==> config.mk <==
export PLATFORM = sky130hd
export DESIGN_NAME = usb_irq_router
export DESIGN_NICKNAME = d
export VERILOG_FILES = /design/src/rtl/usb_irq_pkg.sv /design/src/rtl/usb_irq_pending.sv /design/src/rtl/usb_irq_regs.sv /design/src/rtl/usb_irq_route.sv /design/src/rtl/usb_irq_router.sv
export SDC_FILE = /design/constraint.sdc
export NUM_CORES = 1
export LEC_CHECK = 0
export BUFFER_PORTS_ARGS = -buffer_cell sky130_fd_sc_hd__buf_4
export CAP_MARGIN = 40
export CORE_UTILIZATION = 42
export DETAILED_ROUTE_END_ITERATION = 10
export GPL_ROUTABILITY_DRIVEN = 0
export PLACE_DENSITY = 0.74
export SYNTH_ARGS = -nofsm -noshare
export SYNTH_HDL_FRONTEND = slang
export SYNTH_SLANG_ARGS = --single-unit
==> constraint.sdc <==
create_clock -name clk -period 0.9 [get_ports clk]
set_clock_uncertainty 0.05 [all_clocks]
set_input_delay 0.045 -clock clk [delete_from_list [all_inputs] [get_ports clk]]
set_output_delay 0.045 -clock clk [all_outputs]
set_load 0.02 [all_outputs]
==> src/rtl/usb_irq_pkg.sv <==
package usb_irq_pkg;
  localparam int B_XFER    = 0;
  localparam int B_FAST    = 1;
  localparam int B_BRST    = 2;
  localparam int B_SUSP    = 3;
  localparam int B_WAKE    = 4;
  localparam int NUM_FIXED = 5;

  typedef enum logic [1:0] {
    RA_PEND  = 2'd0,
    RA_MASK  = 2'd1,
    RA_XINFO = 2'd2,
    RA_NONE  = 2'd3
  } reg_addr_e;
endpackage

==> src/rtl/usb_irq_pending.sv <==
module usb_irq_pending
  import usb_irq_pkg::*;
#(
  parameter int EP_W    = 4,
  parameter int NUM_GEN = 4,
  localparam int NEV    = NUM_FIXED + NUM_GEN
) (
  input  logic               clk,
  input  logic               rst,
  input  logic               ev_xfer,
  input  logic [EP_W-1:0]    ev_xfer_ep,
  input  logic               ev_xfer_fast,
  input  logic               ev_bus_reset,
  input  logic               ev_suspend,
  input  logic               ev_wakeup,
  input  logic [NUM_GEN-1:0] ev_gen,
  input  logic               susp_mode,
  input  logic [NEV-1:0]     clr_vec,
  output logic [NEV-1:0]     pend
);
  logic [NEV-1:0] set_vec;
  logic           ep_nonzero;

  assign ep_nonzero = |ev_xfer_ep;

  always_comb begin
    set_vec         = '0;
    set_vec[B_XFER] = ev_xfer;
    set_vec[B_FAST] = ev_xfer && ev_xfer_fast && ep_nonzero;
    set_vec[B_BRST] = ev_bus_reset;
    set_vec[B_SUSP] = ev_suspend;
    set_vec[B_WAKE] = ev_wakeup && susp_mode;
    set_vec[NEV-1:NUM_FIXED] = ev_gen;
  end

  for (genvar i = 0; i < NEV; i++) begin : g_bit
    always_ff @(posedge clk) begin
      if (rst)             pend[i] <= 1'b0;
      else if (set_vec[i]) pend[i] <= 1'b1;
      else if (clr_vec[i]) pend[i] <= 1'b0;
    end

    AST_SET_STICKS: assert property (@(posedge clk) disable iff (rst)
      set_vec[i] |=> pend[i]);
    AST_HOLD_IDLE: assert property (@(posedge clk) disable iff (rst)
      (!set_vec[i] && !clr_vec[i]) |=> $stable(pend[i]));
  end

  AST_EP0_NOT_FAST: assert property (@(posedge clk) disable iff (rst)
    (ev_xfer && ev_xfer_ep == '0 && !pend[B_FAST]) |=> !pend[B_FAST]);
  AST_WAKE_NEEDS_SUSP: assert property (@(posedge clk) disable iff (rst)
    (!susp_mode && !pend[B_WAKE]) |=> !pend[B_WAKE]);
endmodule

==> src/rtl/usb_irq_regs.sv <==
module usb_irq_regs
  import usb_irq_pkg::*;
#(
  parameter int EP_W    = 4,
  parameter int NUM_GEN = 4,
  parameter int DW      = 16,
  localparam int NEV    = NUM_FIXED + NUM_GEN,
  localparam int XW     = EP_W + 1
) (
  input  logic            clk,
  input  logic            rst,
  input  logic            ev_xfer,
  input  logic [EP_W-1:0] ev_xfer_ep,
  input  logic            ev_xfer_in,
  input  logic            wr_en,
  input  logic [1:0]      wr_addr,
  input  logic [DW-1:0]   wr_data,
  input  logic [1:0]      rd_addr,
  input  logic [NEV-1:0]  pend,
  output logic [NEV-1:0]  mask,
  output logic [NEV-1:0]  clr_vec,
  output logic [DW-1:0]   rd_data
);
  logic [XW-1:0] xinfo;
  logic          wr_pend, wr_mask;

  assign wr_pend = wr_en && (wr_addr == RA_PEND);
  assign wr_mask = wr_en && (wr_addr == RA_MASK);
  assign clr_vec = wr_pend ? ~wr_data[NEV-1:0] : '0;

  if (DW > NEV) begin : g_spare
    logic unused_wr_hi;
    assign unused_wr_hi = ^wr_data[DW-1:NEV];
  end

  always_ff @(posedge clk) begin
    if (rst)          mask <= '0;
    else if (wr_mask) mask <= wr_data[NEV-1:0];
  end

  always_ff @(posedge clk) begin
    if (rst)          xinfo <= '0;
    else if (ev_xfer) xinfo <= {ev_xfer_in, ev_xfer_ep};
  end

  always_ff @(posedge clk) begin
    if (rst) rd_data <= '0;
    else begin
      unique case (rd_addr)
        RA_PEND:  rd_data <= DW'(pend);
        RA_MASK:  rd_data <= DW'(mask);
        RA_XINFO: rd_data <= DW'(xinfo);
        default:  rd_data <= '0;
      endcase
    end
  end

  AST_MASK_HOLD: assert property (@(posedge clk) disable iff (rst)
    !wr_mask |=> $stable(mask));
  AST_XINFO_HOLD: assert property (@(posedge clk) disable iff (rst)
    !ev_xfer |=> $stable(xinfo));
  AST_NONE_ZERO: assert property (@(posedge clk) disable iff (rst)
    (rd_addr == RA_NONE) |=> (rd_data == '0));
endmodule

==> src/rtl/usb_irq_route.sv <==
module usb_irq_route
  import usb_irq_pkg::*;
#(
  parameter int NUM_GEN = 4,
  localparam int NEV    = NUM_FIXED + NUM_GEN
) (
  input  logic           clk,
  input  logic           rst,
  input  logic [NEV-1:0] pend,
  input  logic [NEV-1:0] mask,
  output logic           irq_lo,
  output logic           irq_hi,
  output logic           irq_wake
);
  localparam logic [NEV-1:0] HI_SEL = NEV'(1) << B_FAST;
  localparam logic [NEV-1:0] LO_SEL = ~HI_SEL;

  logic [NEV-1:0] live;
  assign live = pend & mask;

  always_ff @(posedge clk) begin
    if (rst) begin
      irq_lo   <= 1'b0;
      irq_hi   <= 1'b0;
      irq_wake <= 1'b0;
    end else begin
      irq_lo   <= |(live & LO_SEL);
      irq_hi   <= |(live & HI_SEL);
      irq_wake <= live[B_WAKE];
    end
  end

  AST_HI_FROM_FAST: assert property (@(posedge clk) disable iff (rst)
    irq_hi |-> $past(pend[B_FAST]));
  AST_WAKE_ALSO_LO: assert property (@(posedge clk) disable iff (rst)
    irq_wake |-> irq_lo);
  AST_LO_MASKED: assert property (@(posedge clk) disable iff (rst)
    (mask == '0) |=> !irq_lo);
endmodule

==> src/rtl/usb_irq_router.sv <==
module usb_irq_router
  import usb_irq_pkg::*;
#(
  parameter int EP_W    = 4,
  parameter int NUM_GEN = 4,
  parameter int DW      = 16,
  localparam int NEV    = NUM_FIXED + NUM_GEN
) (
  input  logic               clk,
  input  logic               rst,
  input  logic               ev_xfer,
  input  logic [EP_W-1:0]    ev_xfer_ep,
  input  logic               ev_xfer_in,
  input  logic               ev_xfer_fast,
  input  logic               ev_bus_reset,
  input  logic               ev_suspend,
  input  logic               ev_wakeup,
  input  logic [NUM_GEN-1:0] ev_gen,
  input  logic               susp_mode,
  input  logic               wr_en,
  input  logic [1:0]         wr_addr,
  input  logic [DW-1:0]      wr_data,
  input  logic [1:0]         rd_addr,
  output logic [DW-1:0]      rd_data,
  output logic               irq_lo,
  output logic               irq_hi,
  output logic               irq_wake
);
  logic [NEV-1:0] pend, mask, clr_vec;

  usb_irq_pending #(.EP_W(EP_W), .NUM_GEN(NUM_GEN)) u_pend (
    .clk(clk), .rst(rst),
    .ev_xfer(ev_xfer), .ev_xfer_ep(ev_xfer_ep), .ev_xfer_fast(ev_xfer_fast),
    .ev_bus_reset(ev_bus_reset), .ev_suspend(ev_suspend),
    .ev_wakeup(ev_wakeup), .ev_gen(ev_gen), .susp_mode(susp_mode),
    .clr_vec(clr_vec), .pend(pend)
  );

  usb_irq_regs #(.EP_W(EP_W), .NUM_GEN(NUM_GEN), .DW(DW)) u_regs (
    .clk(clk), .rst(rst),
    .ev_xfer(ev_xfer), .ev_xfer_ep(ev_xfer_ep), .ev_xfer_in(ev_xfer_in),
    .wr_en(wr_en), .wr_addr(wr_addr), .wr_data(wr_data),
    .rd_addr(rd_addr), .pend(pend),
    .mask(mask), .clr_vec(clr_vec), .rd_data(rd_data)
  );

  usb_irq_route #(.NUM_GEN(NUM_GEN)) u_route (
    .clk(clk), .rst(rst), .pend(pend), .mask(mask),
    .irq_lo(irq_lo), .irq_hi(irq_hi), .irq_wake(irq_wake)
  );
endmodule

== After elaboration in Yosys (flattened, before gate mapping) ==
Index checks and enable logic that the tools add are counted.

* Input bits: 38
* Word-level logic and storage cells: 58
* Flip-flop bits (word level): 42
* Output and inout port bits: 19

* Bitwise gates (word level): 2
* Reduce and logical (&&, ||, !) cells: 18
* Equality and inequality tests: 3
* Muxes and demuxes: 20

{| class="wikitable"
|+ Operators with widths
! kind !! number
|-
| $pmux W9 S3 || 1
|-
| $mux W1 || 18
|-
| $reduce_bool A2 Y1 || 9
|-
| $and A9 B9 Y9 || 1
|-
| $mux W9 || 1
|-
| $not A9 Y9 || 1
|-
| $reduce_or A8 Y1 || 1
|-
| $logic_and A1 B1 Y1 || 5
|-
| $eq A2 B1 Y1 const B || 2
|-
| $logic_not A2 Y1 || 2
|-
| $reduce_or A4 Y1 || 1
|-
| $eq A2 B2 Y1 const B || 1
|}

== Depth between registers and ports, before layout ==
* Depth in word-level cells: 5
* Depth in mapped cells: 4
* Mapped depth without buffers: 3

== By module ==
A second synthesis with hierarchy kept.

* Cell total of the unflattened synthesis: 157
* Area, all modules: 1,524.0 µm²

{| class="wikitable"
|+ Modules (own cells, without submodules)
! module !! area each (µm²) !! cells an instance !! seq. area each (µm²) !! times used
|-
| usb_irq_regs || 1,067.3 || 107 || 460.4 || 1
|-
| usb_irq_pending || 337.8 || 38 || 180.2 || 1
|-
| usb_irq_route || 118.9 || 12 || 60.1 || 1
|}

== Worst setup path after synthesis ==
OpenSTA, ideal clock, no wires.

* Path kind: flip-flop to flip-flop
* From: register u_pend.pend[8]
* To: register u_route.irq_lo
* Path buffers: 0
* Cell stages (with the launch flop): 4
* Setup time: 135 ps
* Required time: 715 ps
* Arrival: 798 ps
* Slack: -84 ps
* Period minus slack after synthesis: 984 ps
* Cells stage by stage: dfxtp_1 a22o_1 a221oi_2 a41oi_1

* Cells in the longest elaborated chain, start to end: 2

{| class="wikitable"
|+ RTL lines
! what !! line !! source
|-
| start, declared || usb_irq_pending.sv:19 || <nowiki>output logic [NEV-1:0] pend</nowiki>
|-
| start signal, assigned by index || usb_irq_pending.sv:38 || <nowiki>if (rst) pend[i] <= 1'b0;</nowiki>
|-
| start signal, assigned by index || usb_irq_pending.sv:39 || <nowiki>else if (set_vec[i]) pend[i] <= 1'b1;</nowiki>
|-
| start signal, assigned by index || usb_irq_pending.sv:40 || <nowiki>else if (clr_vec[i]) pend[i] <= 1'b0;</nowiki>
|-
| $and A9 B9 Y9 || usb_irq_route.sv:19 || <nowiki>assign live = pend & mask;</nowiki>
|-
| $reduce_or A8 Y1 || usb_irq_route.sv:27 || <nowiki>irq_lo <= |(live & LO_SEL);</nowiki>
|-
| end signal, assigned || usb_irq_route.sv:27 ||
|-
| end, declared || usb_irq_route.sv:11 || <nowiki>output logic irq_lo,</nowiki>
|}

No other way between the ends.
A chain may end at the register's enable or synchronous reset.

== Final worst setup path ==
Ends and elaborated chain as after synthesis.

==> impl_metrics.env <==
export IMPL_status="finished, violations left"
export IMPL_violations="negative setup slack"
export IMPL_synth_area_um2=1420
export IMPL_start_util_pct=45.5
export IMPL_wl_um=3500
export IMPL_vias=1284
export IMPL_fin_ws_ns=-0.200
export IMPL_switching_power_mw=0.804
export IMPL_min_period_ns=1.10
export IMPL_synth_top_area_share_pct=49.3
export IMPL_synth_distinct_cells=24
export IMPL_first_pass_iters=4
export IMPL_final_common_cell="buf_4"
export IMPL_core_um2=3130
export IMPL_dp_cells=228
export IMPL_cts_sinks=35
export IMPL_p_int_mw=2.40
export IMPL_final_util_pct=69.2
export IMPL_synth_avg_cell_area_um2=9.95
export IMPL_layout_area_overhead_vs_synth_pct=52.2
export IMPL_finalCritPeriodShare_pct=122
export IMPL_diodes=0
export IMPL_synth_seq_cells=35
export IMPL_drive_gt1_share_pct=38.6
export IMPL_switching_share_pct=25.1
export IMPL_overflow=0
export IMPL_postSynthCellCount=143
export IMPL_numCtsBuffers=5
export IMPL_drt_iter0_drc=46
export IMPL_crit_type="flop to flop"
export IMPL_cts_root_buffer="clkbuf_4"
export IMPL_ant_nets=0
export IMPL_worstSkewPairLatency_ns=0.33
export IMPL_layout_common_cells="buf_4, nor2_1, dlygate4sd3_1"
export IMPL_clock_path_buffers=2
export IMPL_finalNonFillerCells=259
export IMPL_clkSlewWorstSetupHoldPaths_ns=0.10
export IMPL_ios=57
export IMPL_place_ws_ns=-0.159
export IMPL_p_seq_share_pct=52.5
export IMPL_finalHoldViolations=0
export IMPL_setup_viol=2
export IMPL_die_w_um=60.2
export IMPL_combPwrFrac_pct=17.1
export IMPL_slew_violations=0
export IMPL_pwr_share_clk_pct=30.4
export IMPL_cts_tree="yes"
export IMPL_antenna_found_initial=0
export IMPL_rows=20
export IMPL_yosysTopAreaCell="dfxtp_1"
export IMPL_grt_first_pass_wirelength_um=5480
export IMPL_dp_hpwl_um=2250
export IMPL_fp_dieH_um=60.2
export IMPL_rsz0062_at_grt="yes"
export IMPL_cap_violations=0
export IMPL_grt_pass1_vias=1268
export IMPL_ys_warn_count=0
export IMPL_worstSetupStartpointType="flop"
export IMPL_grt_max_degree=36
export IMPL_power_density_nw_per_um2=1480
export IMPL_hold_path_class="input port to flop"
export IMPL_io_buffers=42
export IMPL_track_usage_pct=21.0
export IMPL_path_max_fanout=2
export IMPL_cp_end_kind="flop"
export IMPL_p_leak_nw=0.998
export IMPL_drc=0
export IMPL_synth_seq_area_share_pct=49.3
export IMPL_max_vdd_ir_drop_mv=0.881
export IMPL_dieArea_um2=3620
export IMPL_synth_top_cells_by_area="dfxtp_1, mux2i_1, nor2_1, buf_4, a211oi_1"
export IMPL_cts_htree_levels=2
export IMPL_cp_arrival_ns=1.25
export IMPL_required_ns=1.05
export IMPL_wl_per_cell_um=13.5
export IMPL_max_freq_ghz=0.909
export IMPL_avgViaCountPerCell=4.96
export IMPL_nets=252
==> flip-flops by register name, summed over array words and instances, names as in the netlist <==
| register | count |
|---|---|
| u_regs.mask | 9 |
| u_regs.rd_data | 9 |
| u_pend.pend | 9 |
| u_route.irq_hi | 1 |
| u_regs.xinfo | 5 |
| u_route.irq_wake | 1 |
| u_route.irq_lo | 1 |
==> power by group through the flow <==
stage / Clock (mW) / Combinational, mW / Sequential, mW
3_5_place_dp: 0 / 0.435 / 1.70
3_3_place_gp: 0 / 0.426 / 1.70
4_1_cts: 0.983 / 0.522 / 1.67
6_report: 0.972 / 0.548 / 1.68
2_1_floorplan: 0 / 0.252 / 1.71
5_1_grt: 1.07 / 0.587 / 1.69
==> critical path: stages (launching register included) <==
cell and delay (ns):
dfxtp_2 0.34, a22o_1 0.24, a221oi_2 0.21, a41oi_2 0.14
==> cells by family (layout without fill, tap and decap cells) <==
logic type / after synthesis / count (layout) / share of synthesized area (%)
flops: 35 / 35 / 49.3
buf+inv: 16 / 82 / 7.56
mux: 23 / 23 / 16.2
simple gates: 48 / 48 / 15.3
compound gates: 20 / 20 / 11.4
other cells: 1 / 7 / 0.264
==> path summary, 6_finish.rpt <==
path | start | end | slack, ns | cells after the start
setup reg to reg | u_pend.pend[8] | u_route.irq_lo | -0.20 | 3
setup / recovery | u_pend.pend[8] | u_route.irq_lo | -0.20 | 3
hold reg to reg | u_regs.mask[1] | u_route.irq_hi | 0.40 | 2
hold / removal | susp_mode | u_pend.pend[4] | 0.01 | 3
==> stage by stage <==
step	instance area (um^2)	power (mW)	hold WS (ns)	TNS, ns
floorplan	1450	1.97	0.139	-0.0788
global placement	1770	2.13	0.233	-0.113
detailed placement	1770	2.14	0.247	-0.232
CTS	2100	3.18	0.00581	-0.241
global route	2170	3.35	0.00500	-0.813
finish	2170	3.20	0.0135	-0.285
==> what timing repair did <==
item                                    4_1_cts  5_1_grt
endpoints found under the hold margin        26        0
buffers inserted                              0        1
cloned                                        0        0
endpoints found under the setup margin        9       19
resized for setup                            12       24
pin swaps                                     1        4
hold buffers                                 23        0
==> final cells by class <==
type	instances	area, um^2
Clock buffer	8	68.8
Fill cell	224	962
Inverter	1	3.75
Multi-Input combinational cell	98	662
Sequential cell	35	726
Tap cell	44	55.1
Timing Repair Buffer	73	651
==> cell usage after synthesis <==
| cell type | instances |
|---|---|
| a211oi_1 | 8 |
| a21oi_1 | 2 |
| a221oi_2 | 1 |
| a22o_1 | 1 |
| a22oi_1 | 1 |
| a2bb2oi_1 | 5 |
| a41oi_1 | 1 |
| and2b_1 | 1 |
| buf_2 | 5 |
| buf_4 | 9 |
| buf_6 | 1 |
| conb_1 | 1 |
| dfxtp_1 | 35 |
| inv_1 | 1 |
| mux2i_1 | 23 |
| nand2_1 | 3 |
| nand2b_1 | 1 |
| nand3b_1 | 1 |
| nor2_1 | 35 |
| nor2b_2 | 1 |
| nor3_1 | 4 |
| nor3b_4 | 1 |
| nor4_1 | 1 |
| o32ai_1 | 1 |
==> metal layers <==
metal  track usage (%)  vias up  wire length, um
met4              14.3        0               54
li1                  -      624                -
met1              23.7      613             1410
met2              35.0       43             1860
met5                 0        -                0
met3              4.55        4              171
Power figures use the tool's default switching activity.
